## config.mk

```make
export PLATFORM = sky130hd
export DESIGN_NAME = lcd_mux_sequencer
export DESIGN_NICKNAME = d
export VERILOG_FILES = /design/src/rtl/lcdseq_pkg.sv /design/src/rtl/lcdseq_timebase.sv /design/src/rtl/lcdseq_blink.sv /design/src/rtl/lcdseq_levels.sv /design/src/rtl/lcd_mux_sequencer.sv
export SDC_FILE = /design/constraint.sdc
export NUM_CORES = 1
export LEC_CHECK = 0
export ABC_AREA = 0
export BUFFER_PORTS_ARGS = -buffer_cell sky130_fd_sc_hd__buf_2
export CELL_PAD_IN_SITES_DETAIL_PLACEMENT = 1
export CELL_PAD_IN_SITES_GLOBAL_PLACEMENT = 1
export CORE_MARGIN = 8
export CORE_UTILIZATION = 41
export DETAILED_ROUTE_END_ITERATION = 12
export GPL_TIMING_DRIVEN = 0
export PLACE_DENSITY_LB_ADDON = 0.1
export SYNTH_ARGS = -nofsm -noshare
export SYNTH_HDL_FRONTEND = slang
export SYNTH_SLANG_ARGS = --single-unit
```

## constraint.sdc

```tcl
create_clock -name clk -period 3.7 [get_ports clk]
set_input_delay 0.185 -clock clk [delete_from_list [all_inputs] [get_ports clk]]
set_output_delay 0.185 -clock clk [all_outputs]
set_load 0.01 [all_outputs]
```

## src/rtl/lcdseq_pkg.sv

```systemverilog
package lcdseq_pkg;

    typedef enum logic [1:0] {
        MODE_STATIC = 2'd0,
        MODE_MUX2   = 2'd1,
        MODE_MUX3   = 2'd2,
        MODE_MUX4   = 2'd3
    } drive_mode_e;

    localparam logic [1:0] LVL_TOP = 2'b00;
    localparam logic [1:0] LVL_UP  = 2'b01;
    localparam logic [1:0] LVL_LOW = 2'b10;
    localparam logic [1:0] LVL_BOT = 2'b11;

    // Backplane code: selected -> top rail, unselected -> inner level.
    // The rail-style mid level is not inverted.
    function automatic logic [1:0] bp_code(input logic sel, input logic rail, input logic inv);
        logic [1:0] c;
        if (!sel && rail) begin
            bp_code = LVL_UP;
        end else begin
            c = sel ? LVL_TOP : LVL_LOW;
            bp_code = inv ? ~c : c;
        end
    endfunction

    function automatic logic [1:0] seg_code(input logic on, input logic rail, input logic inv);
        logic [1:0] c;
        c = on ? LVL_BOT : (rail ? LVL_TOP : LVL_UP);
        seg_code = inv ? ~c : c;
    endfunction

endpackage

```

## src/rtl/lcdseq_timebase.sv

```systemverilog
module lcdseq_timebase
    import lcdseq_pkg::*;
#(
    parameter int unsigned FRAME_NORM = 2880,
    parameter int unsigned FRAME_SAVE = 480
) (
    input  logic        clk,
    input  logic        rst_n,
    input  drive_mode_e mode,
    input  logic        pwr_save,
    input  logic        sync_in,
    output logic [1:0]  slot,
    output logic        half,
    output logic        sync_drive
);
    localparam int unsigned CW = $clog2(FRAME_NORM / 2 + 1);

    typedef struct packed {
        logic [CW-1:0] cnt;
        logic          half;
        logic [1:0]    slot;
    } tb_state_t;

    tb_state_t     st_d, st_q;
    logic [CW-1:0] half_len;
    logic [1:0]    last_slot;
    logic          resync;

    always_comb begin
        case ({pwr_save, mode})
            3'b000:  half_len = CW'(FRAME_NORM / 2);
            3'b001:  half_len = CW'(FRAME_NORM / 4);
            3'b010:  half_len = CW'(FRAME_NORM / 6);
            3'b011:  half_len = CW'(FRAME_NORM / 8);
            3'b100:  half_len = CW'(FRAME_SAVE / 2);
            3'b101:  half_len = CW'(FRAME_SAVE / 4);
            3'b110:  half_len = CW'(FRAME_SAVE / 6);
            default: half_len = CW'(FRAME_SAVE / 8);
        endcase
    end

    assign last_slot  = mode;
    assign resync     = sync_in && (st_q.slot != last_slot);
    assign sync_drive = (st_q.slot == last_slot) && !st_q.half;
    assign slot       = st_q.slot;
    assign half       = st_q.half;

    always_comb begin
        st_d = st_q;
        if (resync) begin
            st_d.cnt  = '0;
            st_d.half = 1'b0;
            st_d.slot = last_slot;
        end else if (st_q.cnt >= half_len - 1'b1) begin
            st_d.cnt  = '0;
            st_d.half = !st_q.half;
            if (st_q.half) begin
                st_d.slot = (st_q.slot >= last_slot) ? 2'd0 : st_q.slot + 2'd1;
            end
        end else begin
            st_d.cnt = st_q.cnt + 1'b1;
        end
    end

    always_ff @(posedge clk or negedge rst_n) begin
        if (!rst_n) st_q <= '0;
        else        st_q <= st_d;
    end

    assert_slot_step_R3: assert property (@(posedge clk) disable iff (!rst_n)
        (!$past(resync) && st_q.slot != $past(st_q.slot))
            |-> (st_q.slot == 2'd0 || st_q.slot == $past(st_q.slot) + 2'd1));

    assert_half_len_R2: assert property (@(posedge clk) disable iff (!rst_n)
        (!$past(resync) && st_q.half != $past(st_q.half))
            |-> ($past(st_q.cnt) >= $past(half_len) - 1'b1));

    assert_sync_hold_R12: assert property (@(posedge clk) disable iff (!rst_n)
        sync_drive |=> (sync_drive || st_q.half || !$stable(mode)));

endmodule

```

## src/rtl/lcdseq_blink.sv

```systemverilog
module lcdseq_blink #(
    parameter int unsigned BLINK_NORM = 92160,
    parameter int unsigned BLINK_SAVE = 15360
) (
    input  logic       clk,
    input  logic       rst_n,
    input  logic [1:0] rate,
    input  logic       pwr_save,
    output logic       off_phase
);
    localparam int unsigned BW = $clog2(BLINK_NORM * 2);

    typedef struct packed {
        logic [BW-1:0] cnt;
        logic          phase;
    } bl_state_t;

    bl_state_t     st_d, st_q;
    logic [BW-1:0] base, half_per;

    assign base = pwr_save ? BW'(BLINK_SAVE / 2) : BW'(BLINK_NORM / 2);

    always_comb begin
        case (rate)
            2'd2:    half_per = base << 1;
            2'd3:    half_per = base << 2;
            default: half_per = base;
        endcase
    end

    always_comb begin
        st_d = st_q;
        if (rate == 2'd0) begin
            st_d.cnt   = '0;
            st_d.phase = 1'b0;
        end else if (st_q.cnt >= half_per - 1'b1) begin
            st_d.cnt   = '0;
            st_d.phase = !st_q.phase;
        end else begin
            st_d.cnt = st_q.cnt + 1'b1;
        end
    end

    always_ff @(posedge clk or negedge rst_n) begin
        if (!rst_n) st_q <= '0;
        else        st_q <= st_d;
    end

    assign off_phase = st_q.phase;

    assert_phase_wrap_R10: assert property (@(posedge clk) disable iff (!rst_n)
        (st_q.phase != $past(st_q.phase) && $past(rate) != 2'd0) |-> (st_q.cnt == '0));

    assert_idle_on_R10: assert property (@(posedge clk) disable iff (!rst_n)
        (rate == 2'd0) |=> !off_phase);

endmodule

```

## src/rtl/lcdseq_levels.sv

```systemverilog
module lcdseq_levels
    import lcdseq_pkg::*;
#(
    parameter int unsigned NSEG = 24
) (
    input  drive_mode_e       mode,
    input  logic              bias_third,
    input  logic              half,
    input  logic [1:0]        slot,
    input  logic [NSEG-1:0]   seg_on,
    output logic [7:0]        bp_lvl,
    output logic [2*NSEG-1:0] seg_lvl
);
    logic rail;

    assign rail = (mode == MODE_STATIC) || (mode == MODE_MUX2 && !bias_third);

    for (genvar b = 0; b < 4; b++) begin : g_bp
        localparam logic [1:0] BI = 2'(b);
        logic [1:0] src;
        always_comb begin
            case (mode)
                MODE_STATIC: src = 2'd0;
                MODE_MUX2:   src = {1'b0, BI[0]};
                MODE_MUX3:   src = (BI == 2'd3) ? 2'd1 : BI;
                default:     src = BI;
            endcase
        end
        assign bp_lvl[2*b +: 2] = bp_code(src == slot, rail, half);
    end

    for (genvar s = 0; s < NSEG; s++) begin : g_seg
        assign seg_lvl[2*s +: 2] = seg_code(seg_on[s], rail, half);
    end

endmodule

```

## src/rtl/lcd_mux_sequencer.sv

```systemverilog
module lcd_mux_sequencer
    import lcdseq_pkg::*;
#(
    parameter int unsigned NSEG       = 24,
    parameter int unsigned FRAME_NORM = 2880,
    parameter int unsigned FRAME_SAVE = 480,
    parameter int unsigned BLINK_NORM = 92160,
    parameter int unsigned BLINK_SAVE = 15360
) (
    input  logic              clk,
    input  logic              rst_n,
    input  logic [1:0]        drive_mode,
    input  logic              bias_third,
    input  logic              disp_en,
    input  logic              pwr_save,
    input  logic              out_bank,
    input  logic [1:0]        blink_rate,
    input  logic              blink_alt,
    output logic [1:0]        col_sel,
    input  logic [NSEG-1:0]   col_data,
    input  logic              sync_in,
    output logic              sync_drive,
    output logic [7:0]        bp_lvl,
    output logic [2*NSEG-1:0] seg_lvl
);
    drive_mode_e     mode;
    logic [1:0]      slot;
    logic            half;
    logic            off_phase;
    logic            banked_mode;
    logic            bank_eff;
    logic            blank;
    logic [NSEG-1:0] seg_on;
    logic [3:0]      bp_top;

    assign mode = drive_mode_e'(drive_mode);

    lcdseq_timebase #(
        .FRAME_NORM (FRAME_NORM),
        .FRAME_SAVE (FRAME_SAVE)
    ) i_timebase (
        .clk        (clk),
        .rst_n      (rst_n),
        .mode       (mode),
        .pwr_save   (pwr_save),
        .sync_in    (sync_in),
        .slot       (slot),
        .half       (half),
        .sync_drive (sync_drive)
    );

    lcdseq_blink #(
        .BLINK_NORM (BLINK_NORM),
        .BLINK_SAVE (BLINK_SAVE)
    ) i_blink (
        .clk       (clk),
        .rst_n     (rst_n),
        .rate      (blink_rate),
        .pwr_save  (pwr_save),
        .off_phase (off_phase)
    );

    assign banked_mode = (mode == MODE_STATIC) || (mode == MODE_MUX2);
    assign bank_eff    = banked_mode && (out_bank ^ (blink_alt && off_phase));
    assign col_sel     = slot | {bank_eff, 1'b0};
    assign blank       = !disp_en || (off_phase && !(blink_alt && banked_mode));
    assign seg_on      = blank ? '0 : col_data;

    lcdseq_levels #(
        .NSEG (NSEG)
    ) i_levels (
        .mode       (mode),
        .bias_third (bias_third),
        .half       (half),
        .slot       (slot),
        .seg_on     (seg_on),
        .bp_lvl     (bp_lvl),
        .seg_lvl    (seg_lvl)
    );

    for (genvar b = 0; b < 4; b++) begin : g_top
        assign bp_top[b] = (bp_lvl[2*b +: 2] == LVL_TOP);
    end

    assert_disabled_uniform_R9: assert property (@(posedge clk) disable iff (!rst_n)
        !disp_en |-> (seg_lvl == {NSEG{seg_lvl[1:0]}}));

    assert_static_bp_equal_R5: assert property (@(posedge clk) disable iff (!rst_n)
        (mode == MODE_STATIC) |-> (bp_lvl == {4{bp_lvl[1:0]}}));

    assert_one_selected_R6: assert property (@(posedge clk) disable iff (!rst_n)
        (mode == MODE_MUX4 && !half) |-> ($countones(bp_top) == 1));

endmodule

```

==> impl_summary.md, run 1 <==
Outcome
The flow ran to the end, and the final reports show no timing, DRC or antenna violations.

Synthesis
In the post-synthesis netlist, the biggest area contributors are sky130_fd_sc_hd__dfrtp_1, sky130_fd_sc_hd__xnor2_1, sky130_fd_sc_hd__ha_1. The synthesized design spends more area on one cell type than any other, namely sky130_fd_sc_hd__dfrtp_1. The synthesized area per cell is 8.051 um^2. The share of synthesized area in the top cell type comes to 0.2590.

The post-synthesis instance area is 3188 um^2. The portion of the post-synthesis area used by sequential elements is 0.2590. The total of warnings raised by yosys is 0. The cell count after synthesis is 396. The synthesized design contains 33 register bits.

The number of nets handed over by synthesis was between 400 and 500. Among all flip-flop cells after synthesis, the most frequent one is sky130_fd_sc_hd__dfrtp_1. The share of flip-flops with an asynchronous set or reset is 1.000. The number of unique standard cell types used by synthesis is slightly above 50.

The count of flip-flops with a built-in enable after synthesis is 0.

Critical path
The most numerous cell on the critical path is sky130_fd_sc_hd__nand2_1. The arrival time of data at the critical path endpoint is approximately 3.4 ns. In this run the worst path has a maximum fanout of 11. The category of the worst setup path capture point is a flop.

The endpoint required time on the critical path is ~3.9 ns. The startpoint type of the worst setup path is a primary input. The slowest stage of the critical path belongs to the cell sky130_fd_sc_hd__or3_4. The peak per-stage delay on the critical path is 0.38 ns. Together, buffers and inverters on the worst path number 4. The largest delay contributor family on the critical path is buffers and inverters. Traced cell by cell, the critical path runs through clkbuf_1 -> clkinv_1 -> o21ai_0 -> inv_1 -> ha_1 -> nand2_1 -> nand2_1 -> xor2_1 -> ha_1 -> nand2_1 -> or3_4 -> nor3_2 -> a41o_1 -> buf_6 -> mux2_4. The category of the critical setup timing path is in -> reg.

Placed design
Detailed placement ended at an HPWL of around 7800 um. The count of buffers added on input and output ports is 93. The number of placed instances, taps included, is 591.

Routability-driven placement finished with a final weighted congestion of slightly below 0.8.

STA
The number of failing hold endpoints at the final stage is 0. The setup-violating endpoint count in the final report is 0. The clock period could shrink to ~3.2 ns. Derived from the worst setup path, the maximum achievable clock frequency is roughly 310 MHz. Dividing the final minimum period by the clock period gives 0.8672.

Measured against its own limit, the worst slew margin works out to 0.4810. The final-layout setup total negative slack is 0 ns. The slew at the pin closest to its max-slew limit is slightly below 0.8 ns. Setup repair after global routing left no endpoint under its margin. The maximum clock skew at final layout is around 0.009 ns.

The number of slew-limit violations in the final report came to 0.

Layout
The diode insertion count for antenna repair is 0. The signed area change from the synthesized netlist to the final layout is 22.17%. The net count of the finished layout is 560. Of the cells placed in the final design, the portion with a size suffix greater than 1 is 0.2334. The number of fill cells is between 900 and 1000. After the flow finishes, the layout carries non-filler instances totaling approximately 600.

Floorplanning
The core area is 7647 um^2. The number of placement rows is 32. The width of the chip is 104.2 um. The die area is between 10000 and 15000 um^2. The chip height is ~100 um. The initial utilization of the core area, before any placement, comes to 0.4169. The total I/O pin count is 95.

Power and ir drop
The power per standard cell area is ~620 nW/um^2. VDD sags by at most around 0.35 mV. The analysis attributes to cell leakage a power of around 1.8 nW.

Clock network
The buffer levels on the longest clock path is 2. The post-CTS resize count is 0. The clock tree from TritonCTS is yes. The number of buffers inserted by post-CTS setup repair is 0. The CTS sink count is 33. The number of levels in the clock H-tree is 2. Buffers inserted during clock tree synthesis total 5. CTS placed an instance of sky130_fd_sc_hd__clkbuf_8 at the clock tree root. For the worst-skew pair, the clock arrives at the later sink with an insertion delay of 0.28 ns.

After clock tree synthesis, the clock-pin slew on the worst setup and hold paths is roughly 0.060 ns.

Detailed routing
For this run, design rule violations remaining after detail routing come to 0. The overall via count from detail_route is roughly 3100. In this run, the number of DRC markers left after iteration 0 of detailed routing was 55. The routed design has between 9000 and 10000 um of wire.

The first TritonRoute pass finished after 4 iterations. The final routed wire length divided by cell count is ~16 um. The average via count per standard cell is 5.209. The residual antenna-violating net count after detailed routing is 0.

Min path
In this run the worst hold path is classified as in -> reg.

Job
The number of violations of the max-capacitance limit is 0.

GRT
The number of antenna violations at the first check in global routing is 0. For this run, the total global-route usage over all layers was measured as 0.1761. The largest net degree at the start of global routing is 34. The via count of the first global-routing pass came to between 3000 and 4000. The global-route wire length before repair is 16250 um. The remaining global-route overflow is 0.
-- report_power, final --
part / internal [mW] / leakage (nW) / switching (mW)
clock: 0.196 / 0.0540 / 0.133
sequential: 0.414 / 0.448 / 0.0568
combinational: 0.677 / 1.34 / 0.933
-- sequential cells by signal, summed over array words and instances (netlist names) --
signal	flops
i_blink.st_q	18
i_timebase.slot	2
i_blink.off_phase	1
i_timebase.half	1
i_timebase.st_q	11
-- through the flow --
step | cell area (um^2) | util | power, mW | worst slack [ns] | hold slack (ns)
after floorplan | 3188 | - | 1.502 | 0.6800 | -0.1106
after global placement | 3781 | 0.4944 | 2.078 | 0.2284 | 0.2879
after detailed placement | 3781 | 0.4944 | 2.115 | 0.1949 | 0.3002
after CTS | 3895 | 0.5093 | 2.454 | 0.4869 | 0.3491
after global routing | 3895 | 0.5093 | 2.622 | 0.2258 | 0.3789
final | 3895 | 0.5093 | 2.410 | 0.4913 | 0.3596
-- path summary, 6_finish.rpt --
kind | from | end | slack (ns) | cells past startpoint
worst min register to register | i_timebase.st_q[3] | i_timebase.st_q[3] | 0.53 | 1
worst max-delay path | pwr_save | i_blink.off_phase | 0.49 | 15
worst max register to register | i_timebase.slot[0] | i_timebase.st_q[8] | 0.94 | 8
min in group asynchronous | rst_n | i_timebase.st_q[5] | 0.52 | 2
max in group asynchronous | rst_n | i_blink.st_q[17] | 2.69 | 2
worst min-delay path | blink_rate[0] | i_blink.off_phase | 0.36 | 4
-- placed cells by master, fill, tap and decap left out, drive strengths merged, types with 3 or more instances in the layout --
master and instances:
buf 102, xnor2 59, nor2 47, nand2 45, a21oi 33, dfrtp 33
ha 27, xor2 19, clkbuf 19, nand3 16, inv 15, o21ai 12
nand4 9, nor3 8, a21o 7, and3 4, a21boi 3, a211oi 3
or3 3
-- synthesized netlist by cell type, types with 3 or more instances --
master	n
sky130_fd_sc_hd__xnor2_1	59
sky130_fd_sc_hd__nor2_1	46
sky130_fd_sc_hd__nand2_1	45
sky130_fd_sc_hd__a21oi_1	33
sky130_fd_sc_hd__dfrtp_1	33
sky130_fd_sc_hd__ha_1	27
sky130_fd_sc_hd__xor2_1	19
sky130_fd_sc_hd__nand3_1	16
sky130_fd_sc_hd__inv_1	15
sky130_fd_sc_hd__clkbuf_1	14
sky130_fd_sc_hd__o21ai_0	12
sky130_fd_sc_hd__nand4_1	9
sky130_fd_sc_hd__a21o_1	7
sky130_fd_sc_hd__nor3_1	7
sky130_fd_sc_hd__and3_1	4
sky130_fd_sc_hd__buf_2	4
sky130_fd_sc_hd__a211oi_1	3
sky130_fd_sc_hd__a21boi_0	3
-- worst min-delay path: cells and delay by family --
kind                   cells  cell delay, ns
and+or+nand+nor            2            0.14
buffers and inverters      1            0.13
muxes                      1            0.14
-- final cells by class --
cell class                 count  area (um^2)  share of cell area
multi-input combinational    324         2192              0.5628
sequential                    33        825.8              0.2120
timing repair buffer          94        475.5              0.1221
tap                          102        127.6             0.03277
buffer                        23        110.1             0.02827
clock buffer                   5        68.82             0.01767
inverter                      16        60.06             0.01542
clock inverter                 2        35.03            0.008995
-- timing repair --
action / in CTS / in global routing
endpoints found under the hold margin: 27 / 0
hold buffers: 1 / 0
endpoints found under the setup margin: 0 / 0
-- per-layer routing --
metal,up-vias,track usage,wire length [um]
li1,1554,-,-
met1,1498,0.2060,4087
met2,60,0.3222,4919
met3,8,0.03717,388
met4,0,0.03309,110
met5,-,0,0
-- logic make-up after synthesis --
kind of cell	share of synthesized area
and+or+nand+nor	0.1962
xor gates and xnor gates	0.2143
AOI/OAI and AO/OA	0.1597
buffers and inverters	0.05337
DFF	0.2590
adders and majority gates	0.1060
muxes	0.01138
No activity file was read; power rests on OpenSTA's default activity.
==> run 2, diff against run 1 <==
CORE_ASPECT_RATIO = 1.2   (was default)
GPL_TIMING_DRIVEN = default   (was 0)
==> impl_summary.md, run 2 (same netlist as run 1, synthesis figures left out) <==
Outcome
Outcome: finished, final reports clean (unchanged).

STA
Unrepaired setup endpoints after global routing: no (unchanged). The setup-violating endpoint count in the final report is 0 (unchanged). The worst-case setup margin in the final layout came to 0.5891 ns (was 0.4913 ns). The slew at the pin closest to its max-slew limit is 1.120 ns (was 0.7785 ns). The maximum clock skew at final layout is 0.002891 ns (was 0.009085 ns).

The number of failing hold endpoints at the final stage is 0 (unchanged). The final-layout setup total negative slack is 0 ns (unchanged). The worst slew margin relative to its limit is 0.2517 (was 0.4810).

The fmax came to 321.5 MHz (was 311.7 MHz). The minimum period implied by the final worst setup slack is 3.111 ns (was 3.209 ns). The smallest hold slack is 0.3565 ns (was 0.3596 ns). The number of slew-limit violations in the final report is 0 (unchanged).

The part of the cycle the worst path needs was 0.8408 (was 0.8672).

Critical path
The reg-to-reg critical path startpoint was i_timebase.slot[0] (unchanged). The category of the critical setup timing path is in -> reg (unchanged). The startpoint of the most critical setup path is pwr_save (unchanged). The endpoint required time on the critical path is 3.88 ns (was 3.86 ns).

The arrival time of data at the critical path endpoint is 3.29 ns (was 3.37 ns). The maximum fanout along the worst path is 11 (unchanged). The startpoint type of the worst setup path is a primary input (unchanged). The peak per-stage delay on the critical path is 0.43 ns (was 0.38 ns). The cell type of the slowest stage on the worst timing path is sky130_fd_sc_hd__a41o_1 (was sky130_fd_sc_hd__or3_4). The category of the worst setup path capture point is a flop (unchanged). The most numerous cell on the critical path is sky130_fd_sc_hd__nand2_1 (unchanged). Cell-by-cell trace of the critical path: buf_2 -> clkinv_1 -> o21ai_0 -> inv_1 -> ha_1 -> nand2_1 -> nand2_1 -> xor2_1 -> ha_1 -> nand2_1 -> or3_4 -> nor3_2 -> a41o_1 -> mux2_4 (was clkbuf_1 -> clkinv_1 -> o21ai_0 -> inv_1 -> ha_1 -> nand2_1 -> nand2_1 -> xor2_1 -> ha_1 -> nand2_1 -> or3_4 -> nor3_2 -> a41o_1 -> buf_6 -> mux2_4).

Detailed routing
The final routed wire length divided by cell count came to 16.58 um (was 15.87 um). The number of detailed-routing iterations run before antenna repair was 3 (was 4). The average via count per standard cell is 5.269 (was 5.209).

The overall via count from detail_route was 3014 (was 3120). The iteration-0 DRC count of the detailed router came to 81 (was 55). The detailed-route DRC error count is 0 (unchanged). The residual antenna-violating net count after detailed routing was 0 (unchanged). The wire length after detailed routing was 9486 um (was 9505 um).

Power and ir drop
The total power came to 2.403 mW (was 2.410 mW). The maximum VDD drop is 0.3823 mV (was 0.3495 mV). The logic gate share of total power was 0.643 (was 0.668).

The leakage dissipation was 1.814 nW (was 1.840 nW). The power spent charging and discharging nets came to 1.111 mW (was 1.123 mW). The power per standard cell area is 627.8 nW/um^2 (was 618.6 nW/um^2). The portion of total power attributed to the clock network is 0.147 (was 0.136). The cell-internal power is 1.292 mW (was 1.287 mW). The sequential cell fraction of total power came to 0.209 (was 0.195). The switching part of the total is 0.4623 (was 0.4660).

GRT
The global-route wire length before repair is 15210 um (was 16250 um). The remaining global-route overflow was 0 (unchanged). The via count of the first global-routing pass is 2997 (was 3232).

The largest net degree at the start of global routing is 57 (was 34). The number of antenna violations at the first check in global routing came to 1 (was 0). The global-route usage over all layers is 0.1740 (was 0.1761).

Clock network
The number of levels in the clock H-tree is 2 (unchanged). The clock root buffer is sky130_fd_sc_hd__clkbuf_8 (unchanged). The CTS clock-pin slew for the worst setup and hold paths is 0.07 ns (was 0.06 ns). The clock tree from TritonCTS is yes (unchanged). The post-CTS resize count is 0 (unchanged).

The TritonCTS buffer count is 5 (unchanged). The buffer levels on the longest clock path is 2 (unchanged). The CTS sink count is 33 (unchanged). The clock latency on the worst-skew pair came to 0.29 ns (was 0.28 ns).

The number of buffers inserted by post-CTS setup repair is 0 (unchanged).

Floorplanning
The number of placement rows is 35 (was 32). The total I/O pin count is 95 (unchanged). The die area is 10860 um^2 (was 10850 um^2). The width of the chip was 96.50 um (was 104.2 um). The initial core utilization came to 0.4184 (was 0.4169). The chip height is 112.6 um (was 104.2 um).

The core area is 7620 um^2 (was 7647 um^2).

Layout
The post-route non-filler standard cell count is 572 (was 599). The number of flip-flops in the largest register was 18 (unchanged). The net count of the finished layout is 541 (was 560). The share of cells above drive strength 1 is 0.2401 (was 0.2334).

The register ranked first by flip-flop count is i_blink.st_q (unchanged). The commonest non-fill, non-tap cell in the layout is sky130_fd_sc_hd__buf_2 (unchanged). Most used cells in the layout excluding fill and tap cells: sky130_fd_sc_hd__buf_2, sky130_fd_sc_hd__xnor2_1, sky130_fd_sc_hd__nor2_1 (unchanged). The signed area change from the synthesized netlist to the final layout is 20.05% (was 22.17%).

Min path
The worst min-delay path class is in -> reg (unchanged). The startpoint of the tightest hold check path is blink_rate[0] (unchanged).

Placed design
The number of placed instances, taps included is 562 (was 591). The detailed placer's ending HPWL is 7406 um (was 7832 um). The weighted congestion reported at the end of routability-driven placement is 0.7676 (was 0.7796). The setup slack after placement was 0.3453 ns (was 0.1949 ns). The count of buffers inserted at the top-level ports came to 94 (was 93).

Job
The number of violations of the max-capacitance limit is 0 (unchanged).
-- run 2: cell count changes in the layout (fill, tap and decap cells not counted), sizes merged --
cell and change:
clkbuf -12, diode +1, clkinv -1, buf -5
-- run 2: final cells by class --
class                      count  area, um^2
timing repair buffer          98       503.0
clock inverter                 1       30.03
tap                           92       115.1
fill                         988        3792
sequential                    33       827.0
antenna                        1       2.502
clock buffer                   7       86.33
multi-input combinational    324        2203
inverter                      16       60.06
-- run 2: per-stage QoR --
step	area, um^2	utilization
floorplan	3188	-
global placement	3699	0.4854
detailed placement	3699	0.4854
CTS	3825	0.5020
global route	3827	0.5023
finish	3827	0.5023
-- run 2: metal layers --
layer | vias up | part of all wire | track usage
li1 | 1514 | - | -
met1 | 1425 | 0.42 | 0.2050
met2 | 66 | 0.50 | 0.3052
met3 | 9 | 0.065 | 0.02403
met4 | 0 | 0.013 | 0.06377
met5 | - | 0 | 0
-- run 2: what timing repair did --
item	CTS	global route
endpoints found under the setup margin	0	0
hold buffers	1	0
endpoints found under the hold margin	33	0
-- run 2: path summary, 6_finish.rpt --
| path | cells after the start | endpoint | slack (ns) |
|---|---|---|---|
| max | 14 | i_blink.off_phase | 0.59 |
| min | 4 | i_blink.off_phase | 0.36 |
| max reg2reg | 7 | i_timebase.half | 1.17 |
| min reg2reg | 1 | i_timebase.st_q[3] | 0.51 |
| max in group asynchronous | 2 | i_timebase.half | 2.69 |
| min in group asynchronous | 2 | i_timebase.st_q[3] | 0.50 |
-- run 2: critical path: cells and delay by family --
family                   cells  cell delay (ns)
AO/OA/AOI/OAI                2             0.79
AND/OR/NAND/NOR              5             0.78
buffers and inverters        3             0.57
adder cells (fa/ha/maj)      2             0.48
multiplexers                 1             0.33
XOR/XNOR                     1             0.15
-- run 2: power by group through the flow --
stage | clock [mW] | sequential [mW] | combinational (mW)
6_report | 0.354 | 0.503 | 1.55
5_1_grt | 0.376 | 0.514 | 1.71
4_1_cts | 0.365 | 0.502 | 1.58
3_5_place_dp | 0 | 0.509 | 1.57
3_3_place_gp | 0 | 0.506 | 1.55
2_1_floorplan | 0 | 0.463 | 1.04
